## src/rtl/irqtmr_pkg.sv

```systemverilog
package irqtmr_pkg;

    localparam int BUS_W      = 32;
    localparam int VEC_W      = 8;
    localparam int CODE_W     = 3;
    localparam int PRE_W      = 7;
    localparam logic [CODE_W-1:0] CODE_UNITY = 3'd7;

    typedef enum logic [1:0] {
        SEL_START = 2'd0,
        SEL_LIVE  = 2'd1,
        SEL_DIV   = 2'd2,
        SEL_ENTRY = 2'd3
    } reg_sel_e;

    typedef struct packed {
        logic             repeat_mode;
        logic             masked;
        logic             dstat;
        logic [VEC_W-1:0] vector;
    } irq_entry_t;

    function automatic logic [CODE_W-1:0] word_to_code(input logic [BUS_W-1:0] w);
        return {w[3], w[1], w[0]};
    endfunction

    function automatic logic [BUS_W-1:0] code_to_word(input logic [CODE_W-1:0] c);
        return {28'd0, c[2], 1'b0, c[1], c[0]};
    endfunction

    function automatic logic [PRE_W-1:0] code_to_limit(input logic [CODE_W-1:0] c);
        logic [PRE_W:0] factor;
        factor = (PRE_W+1)'(2) << c;
        if (c == CODE_UNITY)
            return '0;
        return PRE_W'(factor - (PRE_W+1)'(1));
    endfunction

    function automatic irq_entry_t word_to_entry(input logic [BUS_W-1:0] w);
        irq_entry_t e;
        e.repeat_mode = w[17];
        e.masked      = w[16];
        e.dstat       = w[12];
        e.vector      = w[VEC_W-1:0];
        return e;
    endfunction

    function automatic logic [BUS_W-1:0] entry_to_word(input irq_entry_t e);
        return {14'd0, e.repeat_mode, e.masked, 3'd0, e.dstat, 4'd0, e.vector};
    endfunction

endpackage

```

## src/rtl/irqtmr_cfg_regs.sv

```systemverilog
module irqtmr_cfg_regs
    import irqtmr_pkg::*;
#(
    parameter int CNT_W = 32
) (
    input  logic              clk,
    input  logic              rst,
    input  logic              we,
    input  logic [1:0]        sel,
    input  logic [BUS_W-1:0]  wdata,
    output logic [CNT_W-1:0]  start_q,
    output logic [CODE_W-1:0] code_q,
    output irq_entry_t        entry_q,
    output logic              load_stb,
    output logic              div_stb
);
    reg_sel_e sel_e;
    assign sel_e    = reg_sel_e'(sel);
    assign load_stb = we && (sel_e == SEL_START);
    assign div_stb  = we && (sel_e == SEL_DIV);

    always_ff @(posedge clk) begin
        if (rst) begin
            start_q <= '0;
            code_q  <= '0;
            entry_q <= '0;
        end else begin
            if (load_stb)
                start_q <= wdata[CNT_W-1:0];
            if (div_stb)
                code_q <= word_to_code(wdata);
            if (we && (sel_e == SEL_ENTRY))
                entry_q <= word_to_entry(wdata);
        end
    end
endmodule

```

## src/rtl/irqtmr_prescaler.sv

```systemverilog
module irqtmr_prescaler #(
    parameter int PRE_W = 7
) (
    input  logic             clk,
    input  logic             rst,
    input  logic             run,
    input  logic             restart,
    input  logic [PRE_W-1:0] limit,
    output logic             tick
);
    logic [PRE_W-1:0] phase_q;
    logic             at_end;

    assign at_end = (phase_q >= limit);
    assign tick   = run && !restart && at_end;

    always_ff @(posedge clk) begin
        if (rst || restart || !run)
            phase_q <= '0;
        else if (at_end)
            phase_q <= '0;
        else
            phase_q <= phase_q + PRE_W'(1);
    end
endmodule

```

## src/rtl/irqtmr_down_counter.sv

```systemverilog
module irqtmr_down_counter
    import irqtmr_pkg::*;
#(
    parameter int CNT_W = 32
) (
    input  logic             clk,
    input  logic             rst,
    input  logic             load,
    input  logic [CNT_W-1:0] load_val,
    input  logic             tick,
    input  irq_entry_t       entry,
    output logic [CNT_W-1:0] cur_q,
    output logic             running_q,
    output logic             fire_q,
    output logic [VEC_W-1:0] vec_q
);
    logic last_step;
    assign last_step = running_q && tick && (cur_q == CNT_W'(1));

    always_ff @(posedge clk) begin
        if (rst) begin
            cur_q     <= '0;
            running_q <= 1'b0;
            fire_q    <= 1'b0;
            vec_q     <= '0;
        end else begin
            fire_q <= 1'b0;
            if (load) begin
                cur_q     <= load_val;
                running_q <= (load_val != '0);
            end else if (last_step) begin
                if (!entry.masked) begin
                    fire_q <= 1'b1;
                    vec_q  <= entry.vector;
                end
                if (entry.repeat_mode) begin
                    cur_q <= load_val;
                end else begin
                    cur_q     <= '0;
                    running_q <= 1'b0;
                end
            end else if (running_q && tick) begin
                cur_q <= cur_q - CNT_W'(1);
            end
        end
    end
endmodule

```

## src/rtl/irq_countdown_timer.sv

```systemverilog
module irq_countdown_timer
    import irqtmr_pkg::*;
#(
    parameter int CNT_W = 32
) (
    input  logic        clk,
    input  logic        rst,
    input  logic        bus_we,
    input  logic [1:0]  bus_addr,
    input  logic [31:0] bus_wdata,
    output logic [31:0] bus_rdata,
    output logic        irq_valid,
    output logic [7:0]  irq_vector
);
    logic [CNT_W-1:0]  start_q;
    logic [CODE_W-1:0] code_q;
    irq_entry_t        entry_q;
    logic              load_stb;
    logic              div_stb;
    logic              tick;
    logic [CNT_W-1:0]  cur_q;
    logic              running_q;

    irqtmr_cfg_regs #(.CNT_W(CNT_W)) u_regs (
        .clk      (clk),
        .rst      (rst),
        .we       (bus_we),
        .sel      (bus_addr),
        .wdata    (bus_wdata),
        .start_q  (start_q),
        .code_q   (code_q),
        .entry_q  (entry_q),
        .load_stb (load_stb),
        .div_stb  (div_stb)
    );

    irqtmr_prescaler #(.PRE_W(PRE_W)) u_pre (
        .clk     (clk),
        .rst     (rst),
        .run     (running_q),
        .restart (load_stb || div_stb),
        .limit   (code_to_limit(code_q)),
        .tick    (tick)
    );

    irqtmr_down_counter #(.CNT_W(CNT_W)) u_cnt (
        .clk       (clk),
        .rst       (rst),
        .load      (load_stb),
        .load_val  (load_stb ? bus_wdata[CNT_W-1:0] : start_q),
        .tick      (tick),
        .entry     (entry_q),
        .cur_q     (cur_q),
        .running_q (running_q),
        .fire_q    (irq_valid),
        .vec_q     (irq_vector)
    );

    always_comb begin
        case (reg_sel_e'(bus_addr))
            SEL_START: bus_rdata = BUS_W'(start_q);
            SEL_LIVE:  bus_rdata = BUS_W'(cur_q);
            SEL_DIV:   bus_rdata = code_to_word(code_q);
            default:   bus_rdata = entry_to_word(entry_q);
        endcase
    end
endmodule

```

## config.mk

```make
export PLATFORM = sky130hd
export DESIGN_NAME = irq_countdown_timer
export DESIGN_NICKNAME = d
export VERILOG_FILES = /design/src/rtl/irqtmr_pkg.sv /design/src/rtl/irqtmr_cfg_regs.sv /design/src/rtl/irqtmr_prescaler.sv /design/src/rtl/irqtmr_down_counter.sv /design/src/rtl/irq_countdown_timer.sv
export SDC_FILE = /design/constraint.sdc
export NUM_CORES = 1
export LEC_CHECK = 0
export BUFFER_PORTS_ARGS = -buffer_cell sky130_fd_sc_hd__buf_2
export CAP_MARGIN = 20
export CORE_UTILIZATION = 45
export CTS_BUF_LIST = sky130_fd_sc_hd__clkbuf_8
export DETAILED_ROUTE_END_ITERATION = 10
export HOLD_SLACK_MARGIN = 0.06
export PLACE_DENSITY_LB_ADDON = 0.25
export SYNTH_ARGS = -nofsm -noshare
export SYNTH_HDL_FRONTEND = slang
export SYNTH_SLANG_ARGS = --single-unit
```

## constraint.sdc

```tcl
create_clock -name clk -period 4.5 [get_ports clk]
set_input_delay 0.9 -clock clk [delete_from_list [all_inputs] [get_ports clk]]
set_output_delay 0.9 -clock clk [all_outputs]
set_load 0.1 [all_outputs]
```

==> results of run 1 <==
[flip-flops by register name (all words and copies together) (netlist names)]
name             cells
u_cnt.fire_q         1
u_pre.phase_q        7
u_cnt.running_q      1
u_regs.start_q      32
u_regs.entry_q      11
u_regs.code_q        3
u_cnt.vec_q          8
u_cnt.cur_q         32
[worst max-delay path, stage by stage, from the launching register on]
cell and delay, ns:
dfxtp_1 0.40, or3_1 0.42, ha_1 0.26, nor2b_1 0.16
nor3_1 0.15, a21oi_1 0.07, ha_1 0.27, and2_0 0.19
a221o_1 0.33, a41oi_1 0.72, nor2_1 0.12, buf_4 0.26
a211oi_1 0.26, nor4_1 0.09
[area by class of cell]
type / instances / area [um2]
clock buffers: 12 / 165.2
clock inverters: 4 / 45.04
fillers: 1186 / 5777
inverters: 12 / 45.04
multi-input cells: 555 / 3415
flip-flops and latches: 95 / 1902
well taps: 168 / 210.2
repair buffers: 93 / 503.0
[through the flow]
stage | setup WS (ns) | utilization [%]
4_1_cts | 0.6690 | 52.06
5_1_grt | 0.4234 | 52.11
2_1_floorplan | 0.1227 | -
3_3_place_gp | 0.8944 | 50.32
3_5_place_dp | 0.7155 | 50.32
6_report | 0.6575 | 52.11
[cell usage in the layout, fill, tap and decap left out, types with 3 or more instances in the layout]
| master | instances |
|---|---|
| nor2b_1 | 4 |
| a31oi_1 | 13 |
| and3_1 | 8 |
| o21ai_1 | 8 |
| mux4_2 | 3 |
| o22ai_1 | 8 |
| nand4_1 | 12 |
| dfxtp_1 | 95 |
| o22a_1 | 3 |
| nor3_1 | 21 |
| a221oi_1 | 3 |
| xor2_1 | 14 |
| or4_4 | 3 |
| buf_4 | 15 |
| o211ai_1 | 7 |
| inv_1 | 14 |
| a211oi_1 | 5 |
| a22oi_1 | 10 |
| nor2_1 | 86 |
| o41ai_1 | 4 |
| nand3_1 | 15 |
| buf_2 | 77 |
| xnor2_1 | 4 |
| ha_1 | 11 |
| a21oi_1 | 54 |
| nand2b_1 | 3 |
| nand2_1 | 97 |
| or4_1 | 3 |
| nor4b_1 | 3 |
| o31ai_1 | 5 |
| or3_1 | 9 |
| o21ai_0 | 25 |
| o21bai_1 | 3 |
| a21o_1 | 3 |
| nor4_1 | 24 |
| mux2i_1 | 56 |
| clkbuf_8 | 12 |
[path summary, 6_finish.rpt]
check             depth (start not counted)         startpoint                end  slack (ns)
hold reg to reg                           2  u_regs.entry_q[8]  u_regs.entry_q[8]        0.46
setup reg to reg                         13   u_regs.code_q[2]    u_cnt.cur_q[20]        0.66
hold / removal                            2  u_regs.entry_q[8]  u_regs.entry_q[8]        0.46
setup / recovery                         13   u_regs.code_q[2]    u_cnt.cur_q[20]        0.66
[Yosys cell counts (2+ instances only)]
cell and count:
nand3_1 15, a21oi_1 54, a31o_2 2, buf_1 6, o21ai_0 32, o31ai_1 5, a22oi_1 10, or4_1 3
buf_6 2, inv_1 12, nor4_1 25, ha_1 11, a221o_1 2, nor2b_1 4, o41a_1 2, o21bai_1 3
dfxtp_1 95, nand4_1 12, nand2b_1 3, xor2_1 14, a211oi_1 5, or3_1 9, mux2i_1 56, o22ai_1 8
o22a_1 3, clkbuf_1 50, a31oi_1 13, a41oi_1 2, o41ai_1 4, xnor2_1 4, nor4b_1 3, and3_1 8
a21o_1 3, o211ai_1 7, or4_4 3, mux4_2 3, a221oi_1 3, nor2_1 86, nor3_1 22, nand2_1 97
[power by group]
group / leakage [nW] / internal, mW / switching (mW)
Sequential: 0.772 / 0.867 / 0.0362
Combinational: 1.60 / 0.128 / 0.281
Clock: 0.111 / 0.299 / 0.312
Total: 2.49 / 1.29 / 0.630
[kinds of logic after synthesis]
| kind of cell | synth area share [%] |
|---|---|
| multiplexers | 11.24 |
| flip-flops | 34.03 |
| adder cells (fa/ha/maj) | 2.463 |
| AND/OR/NAND/NOR | 25.26 |
| AO/OA/AOI/OAI | 19.12 |
| buffers and inverters | 5.060 |
| XOR/XNOR | 2.821 |
[layer usage]
metal	wire (um)	vias to the layer above
li1	-	2710
met1	7762	2754
met2	8340	228
met3	959	37
met4	488	0
met5	0	-
==> flow_summary.ini, run 1 <==
[routing]
drt_wl_total_mm = 17.55
drtIter0Drc = 565
ant_nets = 0
drtPass1Iterations = 5
wire_per_inst_um = 18.69
drc_errors = 0
via_count = 5729
via_per_inst = 6.101

[cells_and_area]
insertedDiodeCount = 0
syn2layout_area_growth_pct = 12.47
drive_gt1_share_pct = 15.82
layout.cells.non_filler = 939
stdcell_area_um2 = 6285
num-nets-final = 814

[placed_design]
dpl-instance-area_um2 = 6070
place_inst = 922
gp_congestion = 0.9174
hpwl_mm = 12.44
io_buffers = 77

[sta]
timing_hold_violations_final = 0
setup_viol = 0
worst_pin_slew_ns = 0.9353
clock-skew-final_ns = 0.01194
rsz0062_at_grt = false
fmax_mhz = 260.2
slew_violations = 0
slew_headroom_pct = 36.83
layout_min_cycle_time_ns = 3.843
finalHoldWorstSlack_ns = 0.4586
fin_crit_sh_pct = 85.39
setup_tns_ns = 0

[global_routing]
grt_antenna_before_repair = 0
met3_usage_pct = 3.773
grtUsageMet1_pct = 36.94
grt.met2_usage_pct = 46.67
grt_overflow = 0
grt_max_degree = 42
grtUsageTotal_pct = 28.46
grt_pass1_vias = 5563
grt_pass1_wl_mm = 28.72
top_usage_layer = met2

[job]
maxCapViolations = 0

[setup_path]
crit_type = flip-flop to flip-flop
worst_setup_path_start_kind = flip-flop
arrival_ns = 4.08
crit_fanout = 22
critPathCaptureType = flip-flop
crit_required_ns = 4.73

[pwr]
vdd_ir_drop_max_uv = 195.8
powerDensity_nw_per_um2 = 306.2
p_leak_nw = 2.488
finalPower_mw = 1.924

[floorplanning]
ios = 78
rows = 40
initial_core_util_pct = 46.33
die_area_um2 = 12870
fp.dieW_um = 113.4
core_area_um2 = 12060
die_h_um = 113.4

[logic_synthesis]
ys_warn_count = 0
synth_nets = 769
ys_seq_area_share_pct = 34.03
synth.distinct_cells = 60
syn-mean-instance-area_um2 = 7.750
synth_area_leader_cell = dfxtp_1
syn_inst = 721
synth_edf_count = 0
synthFlopType = dfxtp_1
ys_ff_latch = 95
synth_area_um2 = 5588
synth.top_cells.by_area = dfxtp_1 34%, mux2i_1 10%, nand2_1 6.5%, nor2_1 5.8%, a21oi_1 4.8%
synthArstFlopShare_pct = 0
yosysTopAreaCellShare_pct = 34.03

[clock_network]
root_buffer = clkbuf_8
path_clk_slew_ns = 0.09
cts_made_buffers = 9
clockBufferDepth = 2
hold_buffers = 0
insertion_delay_ns = 0.39
clkSinkCount = 95
cts_tree = yes
cts_resized = 0
htreeDepth = 3
postCtsSetupRepairBufs = 0

[status]
status = finished, final reports clean

[worst_hold_path]
hold_path_class = flip-flop to flip-flop
No activity file was read; power rests on OpenSTA's default activity.
==> run 2: changes to the inputs <==
Settings changed: SYNTH_HIERARCHICAL set to 1.
==> flow_summary.ini, run 2 <==
[status]
status = finished, final reports clean

[routing]
drc_errors = 0
via_count = 5609
ant_nets = 0
drtIter0Drc = 517
wire_per_inst_um = 18.21
drtPass1Iterations = 6
via_per_inst = 5.973
drt_wl_total_mm = 17.10

[logic_synthesis]
ys_ff_latch = 95
ys_seq_area_share_pct = 30.69
yosysTopAreaCellShare_pct = 30.69
synth.top_cells.by_area = dfxtp_1 31%, mux2i_1 12%, nand2b_1 8.4%, mux2_2 6.0%, nor2_1 3.3%
synth_edf_count = 0
synth_nets = 745
synth_area_um2 = 6196
synth.distinct_cells = 78
syn_inst = 697
synthFlopType = dfxtp_1
synth.most_common_cell = dfxtp_1
synth_area_leader_cell = dfxtp_1
syn-mean-instance-area_um2 = 8.889
synth_commonest_cells = 95 x dfxtp_1, 83 x nand2b_1, 76 x mux2i_1, 55 x nor2_1
synthArstFlopShare_pct = 0
ys_warn_count = 6

[global_routing]
grt_antenna_before_repair = 0
grt_pass1_wl_mm = 27.80
grt_pass1_vias = 5461
grt_overflow = 0
grt_max_degree = 89
grtUsageTotal_pct = 24.24

[floorplanning]
rows = 42
die_area_um2 = 14240
core_area_um2 = 13350
initial_core_util_pct = 46.42
fp.dieW_um = 119.3
die_h_um = 119.3
ios = 78

[sta]
slew_headroom_pct = 39.69
layout_min_cycle_time_ns = 4.220
timing_hold_violations_final = 0
setup_viol = 0
worst_pin_slew_ns = 0.9047
fin_crit_sh_pct = 93.78
slew_violations = 0
fmax_mhz = 237.0
clock-skew-final_ns = 0.01672

[cells_and_area]
final_common_cell = dfxtp_1
reg.largest.list = u_cnt/cur_q x32, u_regs/start_q x32, u_regs/entry_q x11
final_core_util_pct = 51.16
layout.cells.non_filler = 939
final_cell_mix = 94 x dfxtp_1, 83 x nand2b_1, 77 x buf_2, 76 x mux2i_1, 55 x nor2_1
n_fill_cell = 1291
num-nets-final = 806
drive_gt1_share_pct = 23.07
syn2layout_area_growth_pct = 10.22
insertedDiodeCount = 0

[placed_design]
gp_congestion = 0.9470
io_buffers = 77
place_inst = 920
hpwl_mm = 11.91

[pwr]
vdd_ir_drop_max_uv = 143.0
p_leak_nw = 2.815
finalPower_mw = 1.882
powerDensity_nw_per_um2 = 275.6

[clock_network]
insertion_delay_ns = 0.39
hold_buffers = 0
cts_tree = yes
clkSinkCount = 95
path_clk_slew_ns = 0.10
cts_made_buffers = 9
root_buffer = clkbuf_8
htreeDepth = 3
clockBufferDepth = 2

[setup_path]
critPathCaptureType = flip-flop
worst_setup_path_start_kind = flip-flop
r2r_setup_slack_ns = 0.28
crit_required_ns = 4.77
crit_type = flip-flop to flip-flop
crit_fanout = 11
arrival_ns = 4.49

[worst_hold_path]
hold_path_class = flip-flop to flip-flop

[job]
maxCapViolations = 0
==> run 2: cell types whose count changed after synthesis, sizes merged, moves of 11 or more <==
cell     change
nand3       +15
nand2       -63
a21oi       -25
o2bb2ai     +11
mux2i       +20
nor2        -30
mux2        +33
nand2b      +80
buf         +15
clkbuf      -31
o21ai       -18
==> run 2: worst paths after layout <==
| check | startpoint | endpoint | cells after the start |
|---|---|---|---|
| setup / recovery | u_regs/code_q[1] | u_cnt/cur_q[25] | 15 |
| hold / removal | u_cnt/vec_q[4] | u_cnt/vec_q[4] | 2 |
| setup reg to reg | u_regs/code_q[1] | u_cnt/cur_q[25] | 15 |
| hold reg to reg | u_cnt/vec_q[4] | u_cnt/vec_q[4] | 2 |
==> run 2: repair_timing <==
action                     in CTS  in global routing
gates resized for setup         0                  5
setup endpoints to repair       0                 20
setup buffers                   0                  2
==> run 2: cell type report <==
type	instances	area (um2)	area share, %
sequential	95	1903	27.87
multi-input combinational	542	3945	57.77
timing repair buffer	92	514.2	7.530
tap	176	220.2	3.225
inverter	18	67.56	0.9894
clock inverter	7	55.05	0.8062
clock buffer	9	123.9	1.814
==> run 2: power by group <==
part | total (mW) | switching, mW | leakage [nW] | internal [mW]
registers | 0.899 | 0.0326 | 0.771 | 0.867
clock network | 0.541 | 0.335 | 0.0866 | 0.207
logic | 0.441 | 0.284 | 1.96 | 0.158
total | 1.88 | 0.651 | 2.82 | 1.23
==> run 2: worst max-delay path: stages, from the launching register on <==
cell	delay, ns
dfxtp_1	0.42
or3_4	0.41
ha_1	0.25
or4b_1	0.47
nand4_1	0.11
inv_1	0.05
ha_1	0.27
nand4_1	0.12
o31ai_4	0.28
and3b_1	0.20
and2_1	0.15
nand4b_1	0.24
nor2_1	0.40
nand2_1	0.28
o311a_1	0.18
a221o_1	0.27
==> run 2: per-stage QoR <==
stage | setup WS (ns) | area [um2] | setup TNS [ns] | hold slack, ns
after floorplan | 0.2221 | 6196 | 0 | 0.4526
after global placement | 0.3406 | 6610 | 0 | 0.4438
after detailed placement | 0.1819 | 6610 | 0 | 0.4453
after CTS | 0.1401 | 6789 | 0 | 0.4601
after global routing | -0.001225 | 6829 | -0.001225 | 0.4947
final | 0.2798 | 6829 | 0 | 0.4572
==> run 2: cells by family (layout without fill, tap and decap cells) <==
group           count (synthesis)  in the layout  synth area share, %
simple gates                  299            299                27.40
mux                           112            112                19.37
compound gates                109            110                12.84
flops                          95             95                30.69
buf+inv                        61            126                6.058
fa+ha+maj                      11             11                2.221
xor+xnor                       10             10                1.414
==> run 2: routing by layer <==
layer	global-route usage [%]	routed length [um]	vias up
li1	-	-	2656
met1	32.94	7663	2698
met2	39.39	8107	226
met3	3.209	1027	29
met4	8.359	297	0
met5	0	0	-
